<file path="src/rtl/audio_irq_agg.sv">
module audio_irq_agg #(
  parameter int DW      = 16,
  parameter int AW      = 3,
  parameter int NSRC    = 4,
  parameter int SPACING = 4
) (
  input  logic          clk,
  input  logic          rst_n,
  input  logic          reg_we,
  input  logic [AW-1:0] reg_addr,
  input  logic [DW-1:0] reg_wdata,
  output logic [DW-1:0] reg_rdata,
  input  logic [NSRC-1:0] svc_req,
  output logic          irq,
  output logic [1:0]    port_clk_en,
  output logic          irq_ack
);

  localparam int RUN_BIT = 0;
  localparam int ACK_BIT = 4;
  localparam int CLKA_BIT = 0;
  localparam int CLKB_BIT = 4;

  localparam logic [AW-1:0] A_STAT = AW'(0);
  localparam logic [AW-1:0] A_EN1  = AW'(1);
  localparam logic [AW-1:0] A_EN2  = AW'(2);
  localparam logic [AW-1:0] A_CLK  = AW'(3);
  localparam logic [AW-1:0] A_CTL  = AW'(4);

  function automatic logic [DW-1:0] spread_mask();
    logic [DW-1:0] m;
    m = '0;
    for (int i = 0; i < NSRC; i++) m[i*SPACING] = 1'b1;
    return m;
  endfunction

  localparam logic [DW-1:0] LIVE     = spread_mask();
  localparam logic [DW-1:0] CLK_LIVE = (DW'(1) << CLKA_BIT) | (DW'(1) << CLKB_BIT);
  localparam logic [DW-1:0] CTL_LIVE = (DW'(1) << RUN_BIT) | (DW'(1) << ACK_BIT);

  logic [DW-1:0]   stat, en1, en2, clkr, ctl;
  logic [NSRC-1:0] req_q;
  logic [DW-1:0]   rise_bits;
  logic            irq_q, ack_q;

  wire soft_run = ctl[RUN_BIT];
  wire wr_stat  = reg_we && reg_addr == A_STAT;
  wire wr_en1   = reg_we && reg_addr == A_EN1;
  wire wr_en2   = reg_we && reg_addr == A_EN2;
  wire wr_clk   = reg_we && reg_addr == A_CLK;
  wire wr_ctl   = reg_we && reg_addr == A_CTL;
  wire [DW-1:0] armed = stat & en1 & en2;

  always_comb begin
    rise_bits = '0;
    for (int i = 0; i < NSRC; i++)
      rise_bits[i*SPACING] = svc_req[i] & ~req_q[i];
  end

  always_ff @(posedge clk or negedge rst_n) begin
    if (!rst_n) req_q <= '0;
    else        req_q <= svc_req;
  end

  always_ff @(posedge clk or negedge rst_n) begin
    if (!rst_n) begin
      stat <= '0;
      en1  <= '0;
      en2  <= '0;
      clkr <= '0;
    end else if (!soft_run) begin
      stat <= '0;
      en1  <= '0;
      en2  <= '0;
      clkr <= '0;
    end else begin
      stat <= ((wr_stat ? (stat & reg_wdata) : stat) | rise_bits) & LIVE;
      if (wr_en1) en1  <= reg_wdata & LIVE;
      if (wr_en2) en2  <= reg_wdata & LIVE;
      if (wr_clk) clkr <= reg_wdata & CLK_LIVE;
    end
  end

  always_ff @(posedge clk or negedge rst_n) begin
    if (!rst_n) begin
      ctl   <= '0;
      ack_q <= 1'b0;
      irq_q <= 1'b0;
    end else begin
      if (wr_ctl) ctl <= reg_wdata & CTL_LIVE;
      ack_q <= wr_ctl & reg_wdata[ACK_BIT] & ~ctl[ACK_BIT];
      irq_q <= soft_run & (|armed);
    end
  end

  always_comb begin
    case (reg_addr)
      A_STAT:  reg_rdata = stat;
      A_EN1:   reg_rdata = en1;
      A_EN2:   reg_rdata = en2;
      A_CLK:   reg_rdata = clkr;
      A_CTL:   reg_rdata = ctl;
      default: reg_rdata = '0;
    endcase
  end

  assign irq         = irq_q;
  assign irq_ack     = ack_q;
  assign port_clk_en = {clkr[CLKB_BIT], clkr[CLKA_BIT]};


  irq_rise_chk: assert property (@(posedge clk) disable iff (!rst_n)
    (soft_run && |armed) |=> irq);


  irq_gate_chk: assert property (@(posedge clk) disable iff (!rst_n)
    !(|armed) |=> !irq);


  soft_hold_chk: assert property (@(posedge clk) disable iff (!rst_n)
    !soft_run |=> (stat == '0 && en1 == '0 && en2 == '0 && clkr == '0 && !irq));


  ack_single_chk: assert property (@(posedge clk) disable iff (!rst_n)
    irq_ack |=> !irq_ack);

  generate
    for (genvar g = 0; g < NSRC; g++) begin : g_src

      latch_chk: assert property (@(posedge clk) disable iff (!rst_n)
        (soft_run && svc_req[g] && !req_q[g]) |=> stat[g*SPACING]);
    end
  endgenerate

endmodule

</file>
<file path="config.mk">
export PLATFORM = sky130hd
export DESIGN_NAME = audio_irq_agg
export DESIGN_NICKNAME = d
export VERILOG_FILES = /design/src/rtl/audio_irq_agg.sv
export SDC_FILE = /design/constraint.sdc
export NUM_CORES = 1
export LEC_CHECK = 0
export ABC_AREA = 1
export ABC_CLOCK_PERIOD_IN_PS = 1700
export BUFFER_PORTS_ARGS = -buffer_cell sky130_fd_sc_hd__buf_2
export CAP_MARGIN = 20
export CORE_MARGIN = 3
export CORE_UTILIZATION = 40
export DETAILED_ROUTE_END_ITERATION = 8
export PLACE_DENSITY = 0.68
export SLEW_MARGIN = 10
export SYNTH_ARGS = -nofsm -noshare
export SYNTH_HDL_FRONTEND = slang
export SYNTH_SLANG_ARGS = --single-unit
</file>
<file path="constraint.sdc">
create_clock -name clk -period 1.7 [get_ports clk]
set_input_delay 0.17 -clock clk [delete_from_list [all_inputs] [get_ports clk]]
set_output_delay 0.17 -clock clk [all_outputs]
set_load 0.005 [all_outputs]
</file>
==> results of run 1 <==
## sequential cells by signal, indices dropped and copies added, names as in the netlist
signal,flops
en1,4
en2,4
clkr,2
irq,1
stat,4
req_q,4
ctl,2
irq_ack,1
## stage by stage
step                      power, mW  setup WS [ns]
after global placement        0.775          0.407
final                          1.06          0.143
after detailed placement      0.782          0.367
after CTS                      1.07          0.122
after floorplan               0.746          0.715
after global routing           1.12        0.00358
## cell families after synthesis
| group | Yosys count | synth area share |
|---|---|---|
| AOI/OAI and AO/OA | 8 | 0.0347 |
| buffers and inverters | 36 | 0.167 |
| DFF | 22 | 0.463 |
| other | 1 | 0.00315 |
| and+or+nand+nor | 85 | 0.332 |
## cell usage in the layout, fill, tap and decap left out
cell           synthesis  routed
nand2_1               50      50
dfrtp_1               22      22
buf_2                  1      21
inv_1                 19      19
nand3_1               16      16
conb_1                 1      12
nand4_1               10      10
dlygate4sd3_1          0       5
nor2_1                 4       4
a21oi_1                4       4
o21ai_0                3       3
clkbuf_4               0       3
nand2_4                2       2
inv_2                  1       1
nor3_1                 1       1
nor3_4                 1       1
a31oi_1                1       1
nor2_2                 1       1
clkbuf_8               1       1
## where the power goes
part           internal, mW  switching, mW
clock network         0.130          0.144
registers             0.565         0.0507
logic                0.0608          0.106
total                 0.756          0.300
## metal layers
metal  part of all wire  vias up
met1               0.46      447
met4              0.011        0
met2               0.49       20
li1                   -      513
met3              0.036        4
met5                  0        -
## critical path: stages, from the launching register on
cell and delay [ns]:
dfrtp_1 0.68, nand3_1 0.13, nand2_1 0.08, inv_1 0.04
nand4_1 0.06, buf_2 0.12
## worst max-delay path by stage
stage / endpoint / depth (start not counted) / start
after floorplan: reg_rdata[0] / 4 / reg_addr[1]
after global placement: en2[12] / 4 / ctl[0]
after detailed placement: en2[8] / 4 / ctl[0]
after CTS: reg_rdata[0] / 5 / ctl[0]
after global routing: reg_rdata[0] / 5 / ctl[0]
final: reg_rdata[0] / 5 / ctl[0]
## final cells by class
| cell class | count | share of cell area |
|---|---|---|
| flip-flops and latches | 22 | 0.412 |
| repair buffers | 26 | 0.116 |
| well taps | 31 | 0.0290 |
| clock buffers | 4 | 0.0271 |
| multi-input cells | 105 | 0.360 |
| inverters | 20 | 0.0561 |
==> metrics.txt, run 1 <==
# TYPE chip_impl_metric gauge
chip_impl_info{name="run_status",value="completed"} 1
chip_impl_metric{name="wl_per_cell",unit="microns"} 11.3
chip_impl_metric{name="synth-async-reset-ratio",unit=""} 1.00
chip_impl_metric{name="fp.coreArea",unit="sq mm"} 0.00281
chip_impl_metric{name="place.detailed.instances",unit=""} 199
chip_impl_info{name="setup.worst_path.end_class",value="output port"} 1
chip_impl_metric{name="critical_path_peak_fanout",unit=""} 14
chip_impl_metric{name="antenna_found_initial",unit=""} 0
chip_impl_metric{name="fin_setup_tns",unit="ns"} 0
chip_impl_metric{name="clock.fmax",unit="MHz"} 642
chip_impl_metric{name="via_count_of_the_first_global_routing_pass",unit=""} 946
chip_impl_metric{name="cts.hold.buffers_added",unit=""} 5
chip_impl_metric{name="number_of_warning_messages_in_the_yosys_log",unit=""} 0
chip_impl_metric{name="routed_wl",unit="microns"} 2350
chip_impl_metric{name="gr-usage-met1",unit=""} 0.176
chip_impl_metric{name="leakagePower",unit="nW"} 0.765
chip_impl_metric{name="final_period_demand_of_the_worst_path",unit="ns"} 1.56
chip_impl_metric{name="firstDrtPassIters",unit=""} 4
chip_impl_metric{name="synth_enable_flop_cells",unit=""} 0
chip_impl_info{name="top_cells_by_area_synth",value="dfrtp_1 46%, nand2_1 16%, buf_4 8.8%"} 1
chip_impl_metric{name="fraction_of_the_core_area_covered_by_cells_at_the_end_of_the_flow",unit=""} 0.477
chip_impl_metric{name="gr-total-overflow",unit=""} 0
chip_impl_metric{name="clk_pin_slew",unit="ns"} 0.11
chip_impl_metric{name="finalSetupViolations",unit=""} 0
chip_impl_metric{name="multi_input_area",unit="sq um"} 482
chip_impl_metric{name="grtUsageMet3",unit=""} 0.0404
chip_impl_metric{name="die_area",unit="sq mm"} 0.00367
chip_impl_metric{name="finalHoldViolCount",unit=""} 0
chip_impl_info{name="regToRegStartpoint",value="ctl[0]"} 1
chip_impl_metric{name="wp_data_arrival",unit="ns"} 1.39
chip_impl_info{name="startpoint_type",value="flop"} 1
chip_impl_metric{name="place_area",unit="sq mm"} 0.00125
chip_impl_metric{name="worst_skew_pair.late_latency",unit="ns"} 0.30
chip_impl_metric{name="largest_net_degree_at_the_start_of_global_routing",unit=""} 23
chip_impl_metric{name="post-dp-hpwl",unit="microns"} 1860
chip_impl_metric{name="track_usage",unit=""} 0.140
chip_impl_info{name="min_from",value="reg_wdata[0]"} 1
chip_impl_info{name="netlist_top_cells_count",value="50 x nand2_1, 22 x dfrtp_1, 19 x inv_1"} 1
chip_impl_metric{name="layout_worst_path_cycle_share",unit=""} 0.916
chip_impl_metric{name="diodes",unit=""} 0
chip_impl_metric{name="floorplan.die.height",unit="microns"} 60.5
chip_impl_info{name="hold_path_class",value="input pin to flop"} 1
chip_impl_metric{name="num-fill-cells",unit=""} 270
chip_impl_metric{name="global_route_met2_utilization",unit=""} 0.241
chip_impl_metric{name="final_estimated_routing_congestion_in_global_placement",unit=""} 0.927
chip_impl_metric{name="regArea",unit="sq um"} 551
chip_impl_metric{name="synth_sequential_area_ratio",unit=""} 0.463
chip_impl_metric{name="synthesis.area",unit="sq mm"} 0.00119
chip_impl_metric{name="drc_errors",unit=""} 0
chip_impl_metric{name="clock-sinks",unit=""} 22
chip_impl_info{name="rr_endpoint",value="en2[12]"} 1
chip_impl_metric{name="initialDrtViolationCount",unit=""} 61
chip_impl_metric{name="final.setup_skew",unit="ns"} 0.00394
chip_impl_info{name="tritoncts_clock_tree",value="done"} 1
chip_impl_metric{name="vdd_drop_max",unit="mV"} 0.621
chip_impl_metric{name="routed-via-count",unit=""} 984
chip_impl_info{name="synth.most_common_cell",value="nand2_1"} 1
chip_impl_metric{name="worst_max_slew_margin_expressed_relative_to_the_limit",unit=""} 0.662
chip_impl_info{name="rsz0062_at_grt",value="no"} 1
chip_impl_metric{name="postCtsSetupBuffers",unit=""} 0
chip_impl_metric{name="portBuffers",unit=""} 21
chip_impl_metric{name="avgSynthCellArea",unit="sq um"} 7.83
chip_impl_metric{name="crit_required",unit="ns"} 1.53
chip_impl_info{name="yosys_most_used_dff",value="dfrtp_1"} 1
chip_impl_metric{name="i_o_pin_total",unit=""} 46
chip_impl_metric{name="inserted_clock_buffers",unit=""} 3
chip_impl_metric{name="initial_core_util",unit=""} 0.424
chip_impl_metric{name="per_cell_via_count_in_the_routed_design",unit=""} 4.73
chip_impl_info{name="clockRootBuffer",value="clkbuf_4"} 1
chip_impl_metric{name="power.density",unit="mW/mm^2"} 790
chip_impl_metric{name="post_route_cells_drive_above_1_share",unit=""} 0.169
chip_impl_metric{name="worst-r2r-setup-slack",unit="ns"} 0.34
chip_impl_metric{name="synthesis.instances",unit=""} 152
chip_impl_info{name="setup.worst_path.class",value="flop to output port"} 1
chip_impl_metric{name="maxCapViolations",unit=""} 0
chip_impl_metric{name="nets_finish",unit=""} 204
chip_impl_metric{name="maxSlewViolCount",unit=""} 0
chip_impl_metric{name="htreeDepth",unit=""} 1
chip_impl_metric{name="worst_slew_pin_slew",unit="ns"} 0.507
chip_impl_metric{name="num_rows",unit=""} 19
chip_impl_metric{name="post_cts.resized_instances",unit=""} 0
chip_impl_metric{name="yosys.area.top_type_share",unit=""} 0.463
chip_impl_metric{name="holdPathStages",unit=""} 3
chip_impl_metric{name="route.antenna.remaining_nets",unit=""} 0
chip_impl_metric{name="die-width",unit="microns"} 60.5
chip_impl_metric{name="layoutNonFillerInstCount",unit=""} 208
chip_impl_metric{name="reg2reg_depth",unit=""} 4
chip_impl_info{name="worst_hold_path.endpoint",value="clkr[0]"} 1
chip_impl_metric{name="synth.distinct_cells",unit=""} 18
chip_impl_metric{name="stdcell_area",unit="sq mm"} 0.00134
chip_impl_metric{name="synthToLayoutAreaGrowth",unit="%"} 12.4
chip_impl_metric{name="max-clock-path-buffers",unit=""} 2
chip_impl_info{name="global_route.peak_usage_layer",value="met2"} 1
chip_impl_metric{name="synth-seq-cells",unit=""} 22
chip_impl_metric{name="global_route_wire_length_before_repair",unit="microns"} 3910
chip_impl_info{name="post-synth-top-area-cell",value="dfrtp_1"} 1
chip_impl_metric{name="fin_hold_ws",unit="ns"} 0.160
Power figures use the tool's default switching activity.
==> run 2, diff against run 1 <==
Settings changed: ABC_CLOCK_PERIOD_IN_PS 1700 to 1600, CORE_MARGIN 3 to 5.
Clock period 1.7 ns to 1.6 ns, I/O delays scaled along.
==> metrics.txt, run 2 (synthesis results as in run 1) <==
# TYPE chip_impl_metric gauge
chip_impl_metric{name="maxSlewViolCount",unit=""} 0
chip_impl_metric{name="floorplan.die.height",unit="microns"} 64.5
chip_impl_metric{name="finalHoldViolCount",unit=""} 0
chip_impl_metric{name="vdd_drop_max",unit="mV"} 0.356
chip_impl_info{name="path_cells",value="nand3_1, nand2_1, inv_1, nand4_1, buf_2"} 1
chip_impl_metric{name="timing.final.ws_setup",unit="ns"} 0.281
chip_impl_metric{name="clock-sinks",unit=""} 22
chip_impl_info{name="hold_path_class",value="input pin to flop"} 1
chip_impl_metric{name="global_route_wire_length_before_repair",unit="microns"} 4480
chip_impl_metric{name="route.antenna.remaining_nets",unit=""} 0
chip_impl_metric{name="antenna_found_initial",unit=""} 0
chip_impl_metric{name="postCtsSetupBuffers",unit=""} 0
chip_impl_metric{name="fin_setup_tns",unit="ns"} 0
chip_impl_metric{name="wp_data_arrival",unit="ns"} 1.16
chip_impl_metric{name="routed_wl",unit="microns"} 2630
chip_impl_metric{name="layout_worst_path_cycle_share",unit=""} 0.824
chip_impl_info{name="clockRootBuffer",value="clkbuf_4"} 1
chip_impl_info{name="cpMaxStageDelayCell",value="dfrtp_1"} 1
chip_impl_metric{name="die_area",unit="sq mm"} 0.00417
chip_impl_metric{name="fraction_of_the_core_area_covered_by_cells_at_the_end_of_the_flow",unit=""} 0.479
chip_impl_metric{name="inserted_clock_buffers",unit=""} 3
chip_impl_info{name="layout_common_cells",value="50 x nand2_1, 22 x dfrtp_1, 21 x buf_2"} 1
chip_impl_metric{name="clk_pin_slew",unit="ns"} 0.12
chip_impl_metric{name="power.density",unit="mW/mm^2"} 849
chip_impl_metric{name="detailedPlace.worstSlack",unit="ns"} 0.403
chip_impl_info{name="setup.worst_path.end_class",value="output port"} 1
chip_impl_metric{name="htreeDepth",unit=""} 1
chip_impl_metric{name="i_o_pin_total",unit=""} 46
chip_impl_info{name="rsz0062_at_grt",value="no"} 1
chip_impl_metric{name="firstDrtPassIters",unit=""} 7
chip_impl_metric{name="fp.coreArea",unit="sq mm"} 0.00281
chip_impl_metric{name="cts.hold.buffers_added",unit=""} 5
chip_impl_metric{name="clock.fmax",unit="MHz"} 758
chip_impl_metric{name="track_usage",unit=""} 0.133
chip_impl_metric{name="initialDrtViolationCount",unit=""} 21
chip_impl_metric{name="nets_finish",unit=""} 205
chip_impl_metric{name="portBuffers",unit=""} 21
chip_impl_info{name="startpoint_type",value="flop"} 1
chip_impl_metric{name="post-dp-hpwl",unit="microns"} 2040
chip_impl_metric{name="routed-via-count",unit=""} 1019
chip_impl_metric{name="initial_core_util",unit=""} 0.424
chip_impl_metric{name="synthToLayoutAreaGrowth",unit="%"} 13.0
chip_impl_info{name="setup.worst_path.class",value="flop to output port"} 1
chip_impl_metric{name="post-layout-total-power",unit="mW"} 1.14
chip_impl_metric{name="diodes",unit=""} 0
chip_impl_metric{name="final_estimated_routing_congestion_in_global_placement",unit=""} 0.870
chip_impl_metric{name="final.setup_skew",unit="ns"} 0.00764
chip_impl_metric{name="leakagePower",unit="nW"} 0.770
chip_impl_metric{name="maxCapViolations",unit=""} 0
chip_impl_metric{name="critical_path_peak_fanout",unit=""} 4
chip_impl_metric{name="worst_skew_pair.late_latency",unit="ns"} 0.31
chip_impl_metric{name="largest_net_degree_at_the_start_of_global_routing",unit=""} 23
chip_impl_metric{name="post_route_cells_drive_above_1_share",unit=""} 0.174
chip_impl_metric{name="num_rows",unit=""} 19
chip_impl_metric{name="max-clock-path-buffers",unit=""} 2
chip_impl_info{name="tritoncts_clock_tree",value="done"} 1
chip_impl_metric{name="post_cts.resized_instances",unit=""} 0
chip_impl_metric{name="gr-total-overflow",unit=""} 0
chip_impl_metric{name="critPathMaxStageDelay",unit="ns"} 0.43
chip_impl_metric{name="per_cell_via_count_in_the_routed_design",unit=""} 4.88
chip_impl_metric{name="via_count_of_the_first_global_routing_pass",unit=""} 1060
chip_impl_info{name="final_common_cell",value="nand2_1"} 1
chip_impl_metric{name="wl_per_cell",unit="microns"} 12.6
chip_impl_metric{name="die-width",unit="microns"} 64.5
chip_impl_metric{name="crit_required",unit="ns"} 1.44
chip_impl_metric{name="finalSetupViolations",unit=""} 0
chip_impl_metric{name="drc_errors",unit=""} 0
chip_impl_metric{name="final_period_demand_of_the_worst_path",unit="ns"} 1.32
chip_impl_info{name="run_status",value="completed"} 1
[run 2: final timing paths]
path / start / to / slack [ns] / cells after the start
max in group asynchronous: rst_n / irq / 0.93 / 2
worst min-delay path: reg_wdata[0] / clkr[0] / 0.14 / 3
worst max register to register: ctl[0] / en2[4] / 0.61 / 4
worst max-delay path: ctl[0] / reg_rdata[0] / 0.28 / 5
min in group asynchronous: rst_n / en2[8] / 0.33 / 2
worst min register to register: ctl[4] / irq_ack / 0.48 / 1
[run 2: layout make-up]
type,count,area (sq um)
clock buffer,4,36.3
tap,31,38.8
fill,266,1460
inverter,20,75.1
sequential,22,551
multi-input combinational,105,482
timing repair buffer,27,163
[run 2: power by group]
| part | switching [mW] | internal (mW) |
|---|---|---|
| Clock | 0.163 | 0.139 |
| Sequential | 0.0391 | 0.600 |
| Combinational | 0.129 | 0.0707 |
[run 2: per-stage QoR]
stage          std cells  cell area, sq um  hold WS, ns
2_1_floorplan        163              1230       -0.136
3_3_place_gp         200              1260        0.135
3_5_place_dp         200              1260        0.153
4_1_cts              209              1350        0.149
5_1_grt              209              1350        0.169
6_report             209              1350        0.143
[run 2: critical path, delay by kind of cell, from the launching register on]
| kind | cells | cell delay [ns] |
|---|---|---|
| simple gates | 3 | 0.23 |
| buf+inv | 2 | 0.19 |
| flops | 1 | 0.43 |
[run 2: layer usage]
metal / vias up / track usage / part of all wire
li1: 510 / - / -
met3: 2 / 0.0363 / 0.059
met1: 474 / 0.159 / 0.44
met4: 0 / 0.0237 / 0.0034
met2: 33 / 0.241 / 0.50
met5: - / 0 / 0
==> run 3, diff against run 2 <==
Settings changed: ABC_AREA 1 to 0, ABC_CLOCK_PERIOD_IN_PS 1600 to 1300.
Clock period 1.6 ns to 1.3 ns, I/O delays scaled along.
==> metrics.txt, run 3 <==
# TYPE chip_impl_metric gauge
chip_impl_metric{name="synth-async-reset-ratio",unit=""} 1.00
chip_impl_metric{name="synthToLayoutAreaGrowth",unit="%"} 20.7
chip_impl_metric{name="per_cell_via_count_in_the_routed_design",unit=""} 5.11
chip_impl_metric{name="diodes",unit=""} 0
chip_impl_metric{name="yosys-mux-area-fraction",unit=""} 0.0925
chip_impl_metric{name="antenna_found_initial",unit=""} 0
chip_impl_metric{name="num_rows",unit=""} 19
chip_impl_metric{name="synth.distinct_cells",unit=""} 30
chip_impl_metric{name="initial_core_util",unit=""} 0.416
chip_impl_info{name="synth.most_common_cell",value="dfrtp_1"} 1
chip_impl_metric{name="synth-seq-cells",unit=""} 22
chip_impl_info{name="startpoint_type",value="flop"} 1
chip_impl_metric{name="avgSynthCellArea",unit="sq um"} 10.2
chip_impl_metric{name="fp.coreArea",unit="sq mm"} 0.00273
chip_impl_metric{name="worst_skew_pair.late_latency",unit="ns"} 0.31
chip_impl_metric{name="critPathMaxStageDelay",unit="ns"} 0.42
chip_impl_metric{name="firstDrtPassIters",unit=""} 4
chip_impl_info{name="final_common_cell",value="dfrtp_1"} 1
chip_impl_metric{name="nets_finish",unit=""} 170
chip_impl_info{name="layout_common_cells",value="22 x dfrtp_1, 21 x buf_2, 12 x conb_1"} 1
chip_impl_info{name="tritoncts_clock_tree",value="done"} 1
chip_impl_metric{name="fraction_of_the_core_area_covered_by_cells_at_the_end_of_the_flow",unit=""} 0.502
chip_impl_metric{name="wl_per_cell",unit="microns"} 13.9
chip_impl_metric{name="post_synth_and_or_nand_nor_area_fraction",unit=""} 0.186
chip_impl_metric{name="routed-via-count",unit=""} 890
chip_impl_metric{name="synth_sequential_area_ratio",unit=""} 0.485
chip_impl_metric{name="synthXorXnorAreaFrac",unit=""} 0
chip_impl_metric{name="num-fill-cells",unit=""} 253
chip_impl_info{name="hold_path_class",value="input pin to flop"} 1
chip_impl_metric{name="fin_hold_ws",unit="ns"} 0.0721
chip_impl_metric{name="portBuffers",unit=""} 21
chip_impl_metric{name="maxCapViolations",unit=""} 0
chip_impl_info{name="yosys_most_used_dff",value="dfrtp_1"} 1
chip_impl_metric{name="stdcell_area",unit="sq mm"} 0.00137
chip_impl_info{name="post-synth-top-area-cell",value="dfrtp_1"} 1
chip_impl_metric{name="regArea",unit="sq um"} 551
chip_impl_metric{name="die_area",unit="sq mm"} 0.00401
chip_impl_info{name="rsz0062_at_grt",value="yes"} 1
chip_impl_metric{name="i_o_pin_total",unit=""} 46
chip_impl_metric{name="route.antenna.remaining_nets",unit=""} 0
chip_impl_metric{name="wp_data_arrival",unit="ns"} 1.35
chip_impl_metric{name="synth_enable_flop_cells",unit=""} 0
chip_impl_metric{name="via_count_of_the_first_global_routing_pass",unit=""} 928
chip_impl_metric{name="routed_wl",unit="microns"} 2420
chip_impl_info{name="netlist_top_cells_count",value="22 x dfrtp_1, 12 x buf_4, 8 x nand3_1"} 1
chip_impl_info{name="top_cells_by_area_synth",value="dfrtp_1 48%, buf_4 7.9%, mux2i_1 5.3%"} 1
chip_impl_metric{name="finalHoldViolCount",unit=""} 0
chip_impl_info{name="run_status",value="complete, but fails checks"} 1
chip_impl_metric{name="post-dp-hpwl",unit="microns"} 1760
chip_impl_metric{name="post_route_cells_drive_above_1_share",unit=""} 0.301
chip_impl_metric{name="cp.buffers_inverters",unit=""} 1
chip_impl_metric{name="synthesis.area",unit="sq mm"} 0.00114
chip_impl_metric{name="vdd_drop_max",unit="mV"} 0.854
chip_impl_metric{name="multi_input_area",unit="sq um"} 519
chip_impl_metric{name="gr-total-overflow",unit=""} 0
chip_impl_metric{name="clock-sinks",unit=""} 22
chip_impl_metric{name="final.setup_skew",unit="ns"} 0.00504
chip_impl_metric{name="max-clock-path-buffers",unit=""} 2
chip_impl_metric{name="clk_pin_slew",unit="ns"} 0.12
chip_impl_info{name="path_cells",value="mux2_4, a21oi_2, o22ai_1, buf_2"} 1
chip_impl_metric{name="number_of_warning_messages_in_the_yosys_log",unit=""} 0
chip_impl_metric{name="floorplan.die.height",unit="microns"} 63.3
chip_impl_metric{name="power.density",unit="mW/mm^2"} 1030
chip_impl_metric{name="largest_net_degree_at_the_start_of_global_routing",unit=""} 23
chip_impl_metric{name="htreeDepth",unit=""} 1
chip_impl_metric{name="layout_worst_path_cycle_share",unit=""} 1.14
chip_impl_info{name="clockRootBuffer",value="clkbuf_4"} 1
chip_impl_info{name="synth_top_family_by_area",value="simple AND/OR/NAND/NOR gates"} 1
chip_impl_metric{name="leakagePower",unit="nW"} 0.657
chip_impl_info{name="cpMaxStageDelayCell",value="dfrtp_1"} 1
chip_impl_metric{name="drc_errors",unit=""} 0
chip_impl_metric{name="timing.final.ws_setup",unit="ns"} -0.177
chip_impl_metric{name="place_area",unit="sq mm"} 0.00122
chip_impl_metric{name="clock.fmax",unit="MHz"} 677
chip_impl_metric{name="critical_path_peak_fanout",unit=""} 3
chip_impl_info{name="violated_checks",value="negative setup slack"} 1
chip_impl_metric{name="finalSetupViolations",unit=""} 4
chip_impl_metric{name="final_period_demand_of_the_worst_path",unit="ns"} 1.48
chip_impl_metric{name="synthesis.instances",unit=""} 111
chip_impl_info{name="setup.worst_path.class",value="flop to output port"} 1
chip_impl_metric{name="synth_compound_area_frac",unit=""} 0.121
chip_impl_metric{name="yosys.area.top_type_share",unit=""} 0.485
chip_impl_info{name="critical_path.top_delay_family",value="flip-flops"} 1
chip_impl_metric{name="die-width",unit="microns"} 63.3
chip_impl_metric{name="track_usage",unit=""} 0.130
chip_impl_metric{name="yosys.area_share.adder",unit=""} 0
chip_impl_metric{name="maxSlewViolCount",unit=""} 0
chip_impl_metric{name="inserted_clock_buffers",unit=""} 3
chip_impl_metric{name="global_route_wire_length_before_repair",unit="microns"} 4220
chip_impl_metric{name="final_estimated_routing_congestion_in_global_placement",unit=""} 0.911
chip_impl_metric{name="initialDrtViolationCount",unit=""} 20
chip_impl_info{name="setup.worst_path.end_class",value="output port"} 1
chip_impl_metric{name="crit_required",unit="ns"} 1.17
-- run 3: changes by cell type after synthesis, sizes merged, moves of 3 or more --
cell | before | now
nand2 | 52 | 5
inv | 20 | 0
nand4 | 10 | 0
nand3 | 16 | 8
o21ai | 3 | 10
mux2i | 0 | 6
mux2 | 0 | 4
nand2b | 0 | 4
nor2b | 0 | 3
-- run 3: cells by family after synthesis --
kind of cell           Yosys count
AO/OA/AOI/OAI                   24
buffers and inverters           19
flip-flops                      22
multiplexers                    10
other                            1
AND/OR/NAND/NOR                 35
-- run 3: worst paths after layout --
| check | slack [ns] | end | cells past startpoint | start |
|---|---|---|---|---|
| worst max-delay path | -0.18 | reg_rdata[0] | 4 | en2[0] |
| worst min-delay path | 0.07 | en1[12] | 3 | reg_wdata[12] |
| worst max register to register | 0.18 | irq | 2 | ctl[0] |
| worst min register to register | 0.50 | stat[4] | 2 | req_q[1] |
| max in group asynchronous | 0.68 | irq_ack | 2 | rst_n |
| min in group asynchronous | 0.29 | stat[4] | 2 | rst_n |
-- run 3: timing repair --
item / in CTS / in global routing
endpoints found under the setup margin: 4 / 4
pin swaps: 5 / 2
setup buffers: 5 / 1
endpoints found under the hold margin: 26 / 0
hold buffers: 5 / 0
gates resized for setup: 4 / 1
-- run 3: through the flow --
| stage | instances | power (mW) | TNS [ns] | setup slack [ns] |
|---|---|---|---|---|
| 2_1_floorplan | 122 | 0.941 | 0 | 0.257 |
| 3_3_place_gp | 159 | 1.00 | 0 | 0.0758 |
| 6_report | 174 | 1.41 | -0.415 | -0.177 |
| 5_1_grt | 174 | 1.48 | -0.706 | -0.232 |
| 3_5_place_dp | 159 | 1.01 | 0 | 0.0653 |
| 4_1_cts | 173 | 1.42 | -0.456 | -0.179 |
-- run 3: power by group --
| part | leakage (nW) | internal [mW] | switching (mW) | total (mW) |
|---|---|---|---|---|
| registers | 0.291 | 0.732 | 0.0436 | 0.775 |
| clock network | 0.0210 | 0.171 | 0.204 | 0.375 |
| logic | 0.345 | 0.120 | 0.137 | 0.257 |
| total | 0.657 | 1.02 | 0.385 | 1.41 |
-- run 3: cell type report --
cell class	instances	share of cell area
inverter	1	0.00274
timing repair buffer	35	0.162
tap	31	0.0283
multi-input combinational	81	0.379
sequential	22	0.401
clock buffer	4	0.0265
-- run 3: worst register-to-register path: cells and delay by family, from the launching register on --
family | cells | cell delay [ns]
compound gates | 1 | 0.24
buf+inv | 1 | 0.31
flops | 1 | 0.50
-- run 3: layer usage --
layer / track usage / wire (microns)
met5: 0 / 0
met4: 0.0597 / 29
met3: 0.0284 / 164
met2: 0.213 / 1170
met1: 0.163 / 1060
